==> src/rtl/qspi_pio_seq.sv <==
module qspi_pio_seq #(
  parameter int CNT_W = 16
) (
  input  logic        clk,
  input  logic        rst_n,
  input  logic        reg_valid,
  input  logic        reg_write,
  input  logic [1:0]  reg_addr,
  input  logic [31:0] reg_wdata,
  output logic        reg_ready,
  output logic [31:0] reg_rdata,
  output logic        irq,
  input  logic [7:0]  tx_data,
  input  logic        tx_valid,
  output logic        tx_pop,
  output logic [7:0]  rx_data,
  output logic        rx_push,
  output logic        sck,
  output logic [1:0]  cs_n,
  output logic [3:0]  io_out,
  output logic [3:0]  io_oe,
  input  logic [3:0]  io_in
);

  logic             cfg_dir, cfg_cs, cfg_frag;
  logic [2:0]       cfg_mode;
  logic             act_dir, act_cs, act_frag;
  logic [1:0]       act_w;
  logic             busy, have, cs_on, done, ovf;
  logic [1:0]       phase;
  logic [2:0]       beat;
  logic [CNT_W-1:0] cnt;
  logic [7:0]       sreg, shift_in, shift_out, rx_q;
  logic             rx_push_q;

  function automatic logic [1:0] lanes_of(input logic [2:0] code);
    case (code)
      3'd2:    return 2'd1;
      3'd3:    return 2'd2;
      default: return 2'd0;
    endcase
  endfunction

  wire wr       = reg_valid & reg_write;
  wire wr_cfg   = wr && reg_addr == 2'd0;
  wire wr_cnt   = wr && reg_addr == 2'd1;
  wire wr_st    = wr && reg_addr == 2'd2;
  wire start    = wr_cnt & ~busy;
  wire cnt_zero = reg_wdata[CNT_W-1:0] == '0;
  wire last_beat = beat == (act_w == 2'd2 ? 3'd1 : act_w == 2'd1 ? 3'd3 : 3'd7);

  logic unused_bits;
  assign unused_bits = ^reg_wdata;

  always_comb begin
    case (act_w)
      2'd2:    begin shift_in = {sreg[3:0], io_in};      shift_out = {sreg[3:0], 4'b0}; end
      2'd1:    begin shift_in = {sreg[5:0], io_in[1:0]}; shift_out = {sreg[5:0], 2'b0}; end
      default: begin shift_in = {sreg[6:0], io_in[1]};   shift_out = {sreg[6:0], 1'b0}; end
    endcase
  end

  always_ff @(posedge clk or negedge rst_n) begin
    if (!rst_n) begin
      cfg_dir <= 1'b0; cfg_cs <= 1'b0; cfg_frag <= 1'b0; cfg_mode <= '0;
      act_dir <= 1'b0; act_cs <= 1'b0; act_frag <= 1'b0; act_w <= '0;
      busy <= 1'b0; have <= 1'b0; cs_on <= 1'b0; done <= 1'b0; ovf <= 1'b0;
      phase <= '0; beat <= '0; cnt <= '0; sreg <= '0; rx_q <= '0; rx_push_q <= 1'b0;
    end else begin
      rx_push_q <= 1'b0;
      if (wr_cfg) begin
        cfg_dir  <= reg_wdata[0];
        cfg_mode <= reg_wdata[3:1];
        cfg_cs   <= reg_wdata[4];
        cfg_frag <= reg_wdata[8];
      end
      if (wr_st && reg_wdata[16]) done <= 1'b0;
      if (wr_st && reg_wdata[1])  ovf  <= 1'b0;
      if (wr_cnt && busy)         ovf  <= 1'b1;
      if (start) begin
        done <= cnt_zero;
        if (!cnt_zero) begin
          busy     <= 1'b1;
          cnt      <= reg_wdata[CNT_W-1:0];
          act_dir  <= cfg_dir;
          act_w    <= lanes_of(cfg_mode);
          act_cs   <= cfg_cs;
          act_frag <= cfg_frag;
          cs_on    <= 1'b1;
          have     <= 1'b0;
          phase    <= '0;
          beat     <= '0;
        end
      end else if (busy) begin
        if (!have) begin
          if (!act_dir) begin
            have <= 1'b1;
            sreg <= '0;
          end else if (tx_valid) begin
            have <= 1'b1;
            sreg <= tx_data;
          end
        end else begin
          phase <= phase + 2'd1;
          if (phase == 2'd1 && !act_dir) sreg <= shift_in;
          if (phase == 2'd3) begin
            if (act_dir) sreg <= shift_out;
            if (last_beat) begin
              beat <= '0;
              have <= 1'b0;
              cnt  <= cnt - CNT_W'(1);
              if (!act_dir) begin
                rx_push_q <= 1'b1;
                rx_q      <= sreg;
              end
              if (cnt == CNT_W'(1)) begin
                busy  <= 1'b0;
                done  <= 1'b1;
                cs_on <= act_frag;
              end
            end else begin
              beat <= beat + 3'd1;
            end
          end
        end
      end
    end
  end

  assign reg_ready = 1'b1;
  always_comb begin
    case (reg_addr)
      2'd0:    reg_rdata = {23'b0, cfg_frag, 3'b0, cfg_cs, cfg_mode, cfg_dir};
      2'd1:    reg_rdata = 32'(cnt);
      2'd2:    reg_rdata = {15'b0, done, 14'b0, ovf, busy};
      default: reg_rdata = '0;
    endcase
  end

  assign irq     = done;
  assign tx_pop  = busy & ~have & act_dir & tx_valid;
  assign rx_data = rx_q;
  assign rx_push = rx_push_q;
  assign sck     = busy & have & phase[1];
  assign cs_n    = ~({act_cs, ~act_cs} & {2{cs_on}});
  assign io_oe   = (busy & act_dir) ? (act_w == 2'd2 ? 4'b1111 : act_w == 2'd1 ? 4'b0011 : 4'b0001) : 4'b0000;
  assign io_out  = io_oe & (act_w == 2'd2 ? sreg[7:4] : act_w == 2'd1 ? {2'b0, sreg[7:6]} : {3'b0, sreg[7]});

endmodule

==> config.mk <==
export PLATFORM = sky130hd
export DESIGN_NAME = qspi_pio_seq
export DESIGN_NICKNAME = d
export VERILOG_FILES = /design/src/rtl/qspi_pio_seq.sv
export SDC_FILE = /design/constraint.sdc
export NUM_CORES = 1
export LEC_CHECK = 0
export BUFFER_PORTS_ARGS = -buffer_cell sky130_fd_sc_hd__buf_2
export CORE_MARGIN = 2
export CORE_UTILIZATION = 47
export DETAILED_ROUTE_END_ITERATION = 7
export PLACE_DENSITY = 0.74
export SLEW_MARGIN = 20
export SYNTH_ARGS = -nofsm -noshare
export SYNTH_HDL_FRONTEND = slang
export SYNTH_SLANG_ARGS = --single-unit
==> constraint.sdc <==
create_clock -name clk -period 1.7 [get_ports clk]
set_input_delay 0.34 -clock clk [delete_from_list [all_inputs] [get_ports clk]]
set_output_delay 0.34 -clock clk [all_outputs]
set_load 0.01 [all_outputs]
==> results.tsv <==
stage	metric	value	unit
run_status	outcome	finished, violations left	
run_status	failed_checks	negative setup slack	
yosys	synth_cell_type_count	59	
yosys	yosysMostFrequentCell	dfrtp_1	
yosys	syn_inst	389	
finish	final_cells	653	
yosys	synth_ff_type	dfrtp_1	
yosys	synth_top_area_cell	dfrtp_1	
floorplanning	ios	106	
yosys	synth-adder-area-share	2.53	%
yosys	async_reset_ff_share	100	%
worst_hold_path	hp-class	input port to async pin	
pwr	ir_drop	744	uV
setup_path	crit_required	1.93	ns
placed_design	place_hpwl	7120	um
cts	clk_pin_slew	0.11	ns
setup_path	crit_fanout	7	
drt	drtAntennaViolNets	0	
finish	synthToLayoutAreaGrowth	52.7	%
yosys	ys_ff_latch	54	
pwr	leakagePower	2.53	nW
timing	rsz0062_at_grt	yes	
cts	clock-sinks	54	
global_routing	grt_max_degree	55	
yosys	synth_compound_area_share	21.0	%
finish	diodes	0	
floorplanning	std_cell_rows	31	
drt	drt-vias-per-instance	5.73	
cts	cts-buffers-inserted	5	
timing	skew	0.0122	ns
drt	wl	11500	um
drt	wl_per_cell	17.7	um
floorplanning	start_util	48.2	%
yosys	avgSynthCellArea	8.88	um2
timing	timing.final.crit_share	116	%
setup_path	cp-end-kind	register	
timing	drv_slew	0	
yosys	synth_mux_area_share	8.11	%
finish	drive_gt1_share	51.1	%
setup_path	cp_top_family	compound AO/OA/AOI/OAI gates	
yosys	synth_common_cells	dfrtp_1 (54), nand2_1 (42), nor2_1 (31), o21ai_0 (25), a21oi_1 (20)	
cts	cts_tree	yes	
yosys	synth_edf_count	0	
global_routing	grt_usage	24.8	%
timing	setup-tns-final	-5.72	ns
cts	clockBufferDepth	2	
setup_path	crit_type	register to register	
setup_path	path_buf_inv	1	
cts	htreeDepth	2	
placed_design	io_buffer_count	74	
yosys	synth_top_area_share	39.1	%
timing	setup_viol	42	
timing	max_freq	0.508	GHz
setup_path	path_cells	ha_4, xnor2_4, nand4_1, a21boi_4, buf_6, a21oi_4, a2bb2oi_2	
finish	final_nets	611	
timing	layout_min_cycle_time	1.97	ns
yosys	synth_area	3460	um2
floorplanning	die-area	8060	um2
setup_path	slowest_stage	dfrtp_1	
yosys	synth_xor_area_share	0.507	%
global_routing	overflow	0	
placed_design	gp_congestion	0.944	
drt	vias	3739	
global_routing	antenna_found_initial	0	
global_routing	grt_pass1_vias	3446	
cts	cts_root_buf	clkbuf_8	
pwr	p_per_area	1100	nW/um2
floorplanning	coreArea	7180	um2
yosys	synth.area.top_cells	dfrtp_1 (39%), mux2_2 (4.9%), nand2_1 (4.6%), buf_4 (3.9%), o21ai_0 (3.6%)	
yosys	synth_top_family_by_area	compound AO/OA/AOI/OAI gates	
setup_path	cp_data_arrival_time	2.20	ns
global_routing	grt_first_pass_wirelength	16500	um
drt	drtIter0Drc	281	
yosys	yosysSeqAreaShare	39.1	%
floorplanning	die_x	89.8	um
cts	cts_hold_buf	0	
timing	worst_slack	-0.270	ns
floorplanning	die_h	89.8	um
run	drv_cap	0	
placed_design	placed_cells	617	
setup_path	cp-start-kind	register	
drt	drtPass1Iterations	5	
setup_path	slowest_delay	0.46	ns
drt	drc_errors	0	
timing	hold_violations	0	
yosys	synth_warnings	0	
yosys	yosys.area_share.simple	20.5	%
cts	insertion_delay	0.32	ns
## power by group
group          leakage (nW)  total [W]  switching, W  internal [W]
Sequential            0.659    0.00198      0.000372       0.00161
Clock                0.0514   0.000894      0.000453      0.000440
Combinational          1.82    0.00293       0.00137       0.00155
## kinds of logic after synthesis
logic type	count (synthesis)
AO/OA/AOI/OAI	108
XOR/XNOR	2
adder cells (fa/ha/maj)	7
buffers and inverters	53
flip-flops	54
multiplexers	26
other	2
AND/OR/NAND/NOR	137
## metrics by stage
step | hold WS [ns] | util, % | instance area, um2 | setup WS, ns | total power [W]
finish | 0.0124 | 73.5 | 5280 | -0.270 | 0.00580
floorplan | 0.0444 | - | 3560 | -0.0782 | 0.00312
global route | 0.0338 | 73.5 | 5280 | -0.306 | 0.00611
global placement | 0.362 | 62.1 | 4460 | -0.321 | 0.00393
detailed placement | 0.361 | 62.1 | 4460 | -0.377 | 0.00403
CTS | 0.0259 | 66.3 | 4760 | -0.170 | 0.00515
## path summary, 6_finish.rpt
kind / from / endpoint / slack [ns] / cells past startpoint
min in group clk: reg_wdata[6] / cnt[6]$_DFFE_PN0P_ / 0.31 / 3
setup reg to reg: act_w[1]$_DFFE_PN0P_ / cnt[15]$_DFFE_PN0P_ / -0.27 / 7
max in group asynchronous: rst_n / busy$_DFFE_PN0P_ / 1.43 / 2
hold / removal: rst_n / cnt[14]$_DFFE_PN0P_ / 0.01 / 2
setup / recovery: act_w[1]$_DFFE_PN0P_ / cnt[15]$_DFFE_PN0P_ / -0.27 / 7
hold reg to reg: rx_data[6]$_DFFE_PN0P_ / rx_data[6]$_DFFE_PN0P_ / 0.51 / 1
## what timing repair did
action | 4_1_cts | 5_1_grt
buffers inserted | 6 | 21
gates cloned | 1 | 3
resized for setup | 35 | 88
pin swaps | 14 | 37
setup endpoints to repair | 44 | 56
## placed cells by master, fill, tap and decap left out, types with 11 or more instances in the layout
cell	Yosys	final
buf_6	1	20
and2_1	13	11
nor2_1	31	26
conb_1	2	16
buf_2	3	71
dfrtp_1	54	52
o21ai_1	8	15
buf_4	18	84
nand2_1	42	37
## metal layers
metal / wire, um / part of all wire [%] / GRT usage, %
met5: 0 / 0 / 0
met4: 274 / 2.4 / 7.82
met3: 814 / 7.1 / 4.69
met2: 5930 / 51 / 42.5
met1: 4530 / 39 / 32.0
## registers in the layout (all words and copies together) (netlist names), 2 cells and up
| register | flops |
|---|---|
| cnt | 16 |
| phase | 2 |
| beat | 3 |
| act_w | 2 |
| sreg | 8 |
| cfg_mode | 3 |
| rx_data | 8 |
## area by class of cell
cell class | count | area [um2]
flip-flops and latches | 54 | 1350
inverters | 13 | 48.8
repair buffers | 182 | 1360
fillers | 490 | 1900
multi-input cells | 297 | 2280
well taps | 99 | 124
clock inverters | 2 | 37.5
clock buffers | 6 | 72.6
(Power assumes the default switching activity.)
